===== src/rtl/xg_pkg.sv =====
package xg_pkg;
  // register select produced by the offset decoder
  typedef enum logic [1:0] {
    XG_SEL_NONE,
    XG_SEL_CTRL,
    XG_SEL_LO,
    XG_SEL_HI
  } xg_sel_e;

  localparam int XG_OFS_W     = 12;
  localparam int XG_CTRL_OFS  = 'h180;
  localparam int XG_LO_OFS    = 'h184;
  localparam int XG_HI_OFS    = 'h188;
  localparam int XG_ARM_BIT   = 0;
endpackage


===== src/rtl/xg_regs.sv =====
module xg_regs
  import xg_pkg::*;
#(
  parameter int ADDR_W   = 32,
  parameter int OFS_W    = XG_OFS_W,
  parameter int CTRL_OFS = XG_CTRL_OFS,
  parameter int LO_OFS   = XG_LO_OFS,
  parameter int HI_OFS   = XG_HI_OFS
) (
  input  logic              clk,
  input  logic              rst_n,
  input  logic              wr_en,
  input  logic [OFS_W-1:0]  wr_ofs,
  input  logic [ADDR_W-1:0] wr_data,
  output logic              armed,
  output logic [ADDR_W-1:0] lo_q,
  output logic [ADDR_W-1:0] hi_q
);
  localparam logic [OFS_W-1:0] CtrlOfs = OFS_W'(CTRL_OFS);
  localparam logic [OFS_W-1:0] LoOfs   = OFS_W'(LO_OFS);
  localparam logic [OFS_W-1:0] HiOfs   = OFS_W'(HI_OFS);

  xg_sel_e sel;

  always_comb begin
    sel = XG_SEL_NONE;
    if (wr_en) begin
      if (wr_ofs == CtrlOfs)    sel = XG_SEL_CTRL;
      else if (wr_ofs == LoOfs) sel = XG_SEL_LO;
      else if (wr_ofs == HiOfs) sel = XG_SEL_HI;
    end
  end

  // arm bit: set-only
  always_ff @(posedge clk) begin
    if (!rst_n)
      armed <= 1'b0;
    else if (sel == XG_SEL_CTRL && wr_data[XG_ARM_BIT])
      armed <= 1'b1;
  end

  // bounds: frozen while armed
  always_ff @(posedge clk) begin
    if (!rst_n) begin
      lo_q <= '0;
      hi_q <= '0;
    end else if (!armed) begin
      if (sel == XG_SEL_LO) lo_q <= wr_data;
      if (sel == XG_SEL_HI) hi_q <= wr_data;
    end
  end
endmodule


===== src/rtl/xg_match.sv =====
module xg_match #(
  parameter int ADDR_W = 32
) (
  input  logic [ADDR_W-1:0] lo,
  input  logic [ADDR_W-1:0] hi,
  input  logic [ADDR_W-1:0] addr,
  output logic              hit
);
  logic above_lo;
  logic below_hi;

  // unsigned, inclusive on both ends; swapped bounds can never both hold
  always_comb begin
    above_lo = (addr >= lo);
    below_hi = (addr <= hi);
    hit      = above_lo && below_hi;
  end
endmodule


===== src/rtl/xg_flag.sv =====
module xg_flag (
  input  logic clk,
  input  logic rst_n,
  input  logic set,
  output logic flag
);
  always_ff @(posedge clk) begin
    if (!rst_n)
      flag <= 1'b0;
    else if (set)
      flag <= 1'b1;
  end
endmodule


===== src/rtl/exec_guard.sv =====
module exec_guard
  import xg_pkg::*;
#(
  parameter int ADDR_W = 32,
  parameter int OFS_W  = XG_OFS_W
) (
  input  logic              clk,
  input  logic              rst_n,
  input  logic              cfg_wr_en,
  input  logic [OFS_W-1:0]  cfg_wr_ofs,
  input  logic [ADDR_W-1:0] cfg_wr_data,
  input  logic              fetch_valid,
  input  logic [ADDR_W-1:0] fetch_addr,
  output logic              exec_violation
);
  logic              armed;
  logic [ADDR_W-1:0] rng_first;
  logic [ADDR_W-1:0] rng_last;
  logic              in_window;
  logic              trip;

  xg_regs #(
    .ADDR_W (ADDR_W),
    .OFS_W  (OFS_W)
  ) u_regs (
    .clk     (clk),
    .rst_n   (rst_n),
    .wr_en   (cfg_wr_en),
    .wr_ofs  (cfg_wr_ofs),
    .wr_data (cfg_wr_data),
    .armed   (armed),
    .lo_q    (rng_first),
    .hi_q    (rng_last)
  );

  xg_match #(
    .ADDR_W (ADDR_W)
  ) u_match (
    .lo   (rng_first),
    .hi   (rng_last),
    .addr (fetch_addr),
    .hit  (in_window)
  );

  assign trip = armed && fetch_valid && in_window;

  xg_flag u_flag (
    .clk   (clk),
    .rst_n (rst_n),
    .set   (trip),
    .flag  (exec_violation)
  );
endmodule


===== config.mk =====
export PLATFORM = sky130hd
export DESIGN_NAME = exec_guard
export DESIGN_NICKNAME = d
export VERILOG_FILES = /design/src/rtl/xg_pkg.sv /design/src/rtl/xg_regs.sv /design/src/rtl/xg_match.sv /design/src/rtl/xg_flag.sv /design/src/rtl/exec_guard.sv
export SDC_FILE = /design/constraint.sdc
export NUM_CORES = 1
export LEC_CHECK = 0
export ABC_AREA = 1
export BUFFER_PORTS_ARGS = -buffer_cell sky130_fd_sc_hd__buf_2
export CAP_MARGIN = 20
export CORE_ASPECT_RATIO = 1.25
export CORE_UTILIZATION = 40
export DETAILED_ROUTE_END_ITERATION = 7
export SLEW_MARGIN = 0
export SYNTH_ARGS = -nofsm -noshare
export SYNTH_HDL_FRONTEND = slang
export SYNTH_HIERARCHICAL = 1
export SYNTH_SLANG_ARGS = --single-unit

===== constraint.sdc =====
create_clock -name clk -period 1.7 [get_ports clk]
set_input_delay 0.34 -clock clk [delete_from_list [all_inputs] [get_ports clk]]
set_output_delay 0.34 -clock clk [all_outputs]
set_load 0.05 [all_outputs]

; Word-level counts from Yosys, hierarchy flattened
; Index checks and enable logic that the tools add are counted.
[classes]
n_lt_le_gt_ge = 2
eq_ne = 6
mux = 4
bitwise_logic = 1
reduce_logical = 6
[ops]
columns = cell, count
row1 = $eq 12x9->1 const B, 3
row2 = $ge 32x32->1, 1
row3 = $le 32x32->1, 1
row4 = $mux 2, 4
row5 = $eq 2x2->1 const B, 2
row6 = $logic_and 1x1->1, 4
row7 = $reduce_and 2->1, 2
row8 = $eq 2x1->1 const B, 1
row9 = $not 1->1, 1
[totals]
ff_bits = 66
in_bits = 80
output_inout_bits = 1

; Longest topological paths before layout
[depth]
depth_word = 7
mapped_depth = 20
mapped_depth_nobuf = 20

; Modules after synthesis
; Netlist, hierarchy kept.
[by_module_without_submodules]
columns = module, n_inst, cells_per_inst, area_each_um2, seq_area_each_um2
row1 = xg_regs, 1, 432, 2780.2, 1301.2
row2 = xg_match, 1, 278, 1692.9, 0.0
row3 = xg_flag, 1, 4, 31.3, 20.0
row4 = exec_guard, 1, 3, 13.8, 0.0

; Worst setup path after synthesis
; OpenSTA, ideal clock, no wires.
[synth_path]
path_type = flip-flop to flip-flop
startpoint = register u_regs.hi_q[21]
endpoint = register u_flag.flag
t_arrival_ns = 1.469
required_ns = 1.635
slack_ns = 0.166
stages_incl_launch_ff = 16
n_path_buf = 0
period_less_slack_ns = 1.534
cell_sequence = dfxtp_1 inv_1 ha_1 a21oi_1 nor2_1 nor2_2 nand3_1 a21oi_1 nand2_1 nand2_1 nand2_1 inv_1 inv_1 nor2_2 nor2_1 nor2_1
[synth_via]
elab_chain_cells = 3
[synth_lines]
columns = item, line
row1 = start: declaration, xg_regs.sv:17  ; output logic [ADDR_W-1:0] hi_q
row2 = start signal: assignment, xg_regs.sv:49  ; if (sel == XG_SEL_HI) hi_q <= wr_data;
row3 = $le 32x32->1, xg_match.sv:15  ; below_hi = (addr <= hi);
row4 = $logic_and 1x1->1, xg_match.sv:16  ; hit = above_lo && below_hi;
row5 = via in_window, exec_guard.sv:19  ; logic in_window;
row6 = $logic_and 1x1->1, exec_guard.sv:45  ; assign trip = armed && fetch_valid && in_window;
row7 = via trip, exec_guard.sv:20  ; logic trip;
row8 = end signal: assignment, xg_flag.sv:9  ; flag <= 1'b0;
row9 = end signal: assignment, xg_flag.sv:11  ; flag <= 1'b1;
row10 = end: declaration, xg_flag.sv:5  ; output logic flag
; The timed path passes the listed nets, and every way through them passes these cells.
; A chain may end at the register's enable or synchronous reset.

; Worst setup path in the final report
[layout_path]
startpoint = register u_regs.hi_q[11]
endpoint = register u_flag.flag
; Same word-level chain as after synthesis.

==> results.toml <==
[status]
status = "complete, but fails checks"
violations = "setup timing"

[logic_synthesis]
synth_top_area_share_pct = 29.2
syn_area_um2 = 4520
synth.net_count = 861
yosysSeqAreaShare_pct = 29.2
syn_area_per_cell_um2 = 6.30
muxShareOfSynthArea_pct = 0
synth_cells = 717
synth_edf_count = 0
synthFlopType = "dfxtp_1"
synth_xor_xnor_area_share_pct = 0
yosys.area_share.simple_pct = 33.1
synth-seq-cells = 66
synth_area_leaders = "dfxtp_1 (29%), ha_1 (18%), nand2_1 (17%)"
synth_fa_ha_area_share_pct = 17.7
synth_top_cell_by_area = "dfxtp_1"
synth_compound_area_share_pct = 4.62
ys_async_sr_fraction_pct = 0
synth_top_family_by_area = "simple AND/OR/NAND/NOR gates"
ys_types = 21
yosys_warnings = 6
synthTopCellsByCount = "nand2_1 (205), nor2_1 (152), inv_1 (150)"
yosysMostFrequentCell = "nand2_1"

[power]
worst_ir_drop_vdd_v = 0.000451
p_leak_nw = 2.89
power_mw = 3.67
cellPowerDensity_nw_per_um2 = 639

[die]
io_pins = 81
start_util_pct = 41.0
die_w_um = 97.1
die-area_um2 = 11700
fp.dieH_um = 121
row_count = 43
core_region_area_um2 = 11000

[cts]
clock_path_buffers = 2
numCtsBuffers = 9
cts_tree = "done"
clk_latency_ns = 0.33
postCtsHoldBufs = 0
clk_pin_slew_ns = 0.06
cts_max_level = 3
cts.sink_count = 66
root_buffer = "clkbuf_16"

[route]
viasPerCell = 4.49
drt-initial-drc-count = 109
finalWirelength_um = 10700
first_pass_iters = 4
vias = 4198
wire_per_inst_um = 11.4
drc = 0
ant_nets = 0

[critical_path]
reg2reg_depth = 15
crit_cells = 15
cp_data_arrival_time_ns = 1.97
path_buf_inv = 3
start_kind = "flip-flop"
reg2reg_slack_ns = -0.007
cp-startpoint = "u_regs/hi_q[11]"
crit_family = "simple AND/OR/NAND/NOR gates"
reg2reg_from = "u_regs/hi_q[11]"
path_cells = "inv_1 -> ha_1 -> a21oi_1 -> nand2_1 -> a21oi_2 -> nand2_1 -> nand2_1 -> nand2_1 -> nand2_1 -> nand2_1 -> inv_1 -> inv_2 -> nor2_2 -> nor2_1 -> nor2_1"
critPathMostFrequentCell = "nand2_1"
cp_slowest_cell = "dfxtp_1"
critPathKind = "flip-flop to flip-flop"
reg2reg_to = "u_flag/flag"
end_kind = "flip-flop"
worstPathMaxFanout = 3
crit_path_end = "u_flag/flag"
critPathMaxStageDelay_ns = 0.33
worstPathRequired_ns = 1.96

[layout]
regArea_um2 = 1340
final_util_pct = 52.1
drive_gt1_share_pct = 23.8
multi_input_area_um2 = 2910
area_growth_pct = 27.1
nets = 940
fillers = 1084
diodes = 0

[sta]
hold_viol_final = 0
timing.final.crit_share_pct = 100
slew_headroom_pct = 79.3
setup_slack_ns = -0.00663
max_slew.worst_pin.slew_ns = 0.311
setup_viol = 1
worst_clock_skew_ns = 0.00843
fmax_mhz = 586
slew_viol_final = 0
post-route-min-period_ns = 1.71
rsz0062_at_grt = "true"

[place]
portBuffers = 80
place_hpwl_um = 7400
gp_congestion = 0.754

[global_routing]
first_global_vias = 4012
grtUsageTotal_pct = 18.4
grt_pass1_wl_um = 17500
grt_antenna_before_repair = 0
overflow = 0
grt_max_degree = 67

[worst_hold_path]
hold_path_class = "primary input to flip-flop"

[job]
drv_cap = 0
[layout by cell type (no fill, tap or decap), types with 2 or more instances in the layout]
cell,instances
nand2_1,197
o21ai_1,4
clkinv_2,4
buf_4,4
nor2_4,5
nand3_1,3
clkinvlp_4,2
dfxtp_1,48
dfxtp_2,18
nand4_1,4
ha_1,41
a21oi_1,14
nand3_4,2
a21oi_2,14
nand3_2,2
inv_1,144
o21a_1,3
nand2_2,7
inv_2,7
buf_12,3
buf_2,80
clkbuf_16,9
nor2_1,148
nor2_2,8
ha_4,23
[timing repair]
action | 4_1_cts | 5_1_grt
pin swaps | 18 | 23
resized for setup | 31 | 53
buffers inserted | 1 | 0
setup endpoints to repair | 1 | 1
[cell families after synthesis]
| group | count (synthesis) |
|---|---|
| AO/OA/AOI/OAI | 39 |
| adder cells (fa/ha/maj) | 64 |
| buffers and inverters | 170 |
| flip-flops | 66 |
| AND/OR/NAND/NOR | 378 |
[worst min path at each step]
stage | start | to | slack, ns | cells past startpoint
after floorplan | rst_n | u_flag/flag | 0.45 | 2
after global placement | u_flag/flag | u_flag/flag | 0.46 | 2
after detailed placement | u_flag/flag | u_flag/flag | 0.49 | 2
after CTS | cfg_wr_data[31] | u_regs/hi_q[31] | 0.24 | 3
after global routing | cfg_wr_data[10] | u_regs/lo_q[10] | 0.25 | 3
final | cfg_wr_data[28] | u_regs/lo_q[28] | 0.25 | 3
[sequential cells by signal (all words and copies together), names as in the netlist]
name / cells
u_flag/flag: 1
u_regs/armed: 1
u_regs/hi_q: 32
u_regs/lo_q: 32
[per-layer routing]
layer	up-vias	track usage, %	wire length, um
met5	-	0	0
met2	59	33.4	5630
met1	1862	21.5	4590
met4	0	5.04	85
li1	2269	-	-
met3	8	4.51	371
[metrics by stage]
| step | setup slack, ns | hold slack [ns] | cell area [um2] | TNS, ns | std cells |
|---|---|---|---|---|---|
| detailed placement | -0.212 | 0.486 | 5050 | -0.212 | 919 |
| finish | -0.00663 | 0.254 | 5740 | -0.00663 | 935 |
| global placement | -0.180 | 0.462 | 5050 | -0.180 | 919 |
| CTS | -0.0144 | 0.242 | 5420 | -0.0144 | 935 |
| floorplan | 0.166 | 0.452 | 4520 | 0 | 717 |
| global route | -0.172 | 0.250 | 5740 | -0.172 | 935 |
[tightest hold or removal path, cell delays in order]
cell and delay (ns):
buf_2 0.09, nor2_1 0.04, nor2_1 0.08
[power breakdown]
group	switching [mW]	leakage (nW)	internal, mW	total (mW)
logic	0.244	2.22	0.218	0.462
registers	0.000167	0.541	1.55	1.55
clock network	0.695	0.127	0.967	1.66
total	0.940	2.89	2.73	3.67
[area by class of cell]
cell class | instances | share of cell area (%)
Clock inverter | 6 | 0.610
Sequential cell | 66 | 23.4
Multi-Input combinational cell | 481 | 50.7
Tap cell | 135 | 2.94
Timing Repair Buffer | 87 | 8.54
Clock buffer | 9 | 3.92
Inverter | 151 | 9.87
(Power assumes the default switching activity.)
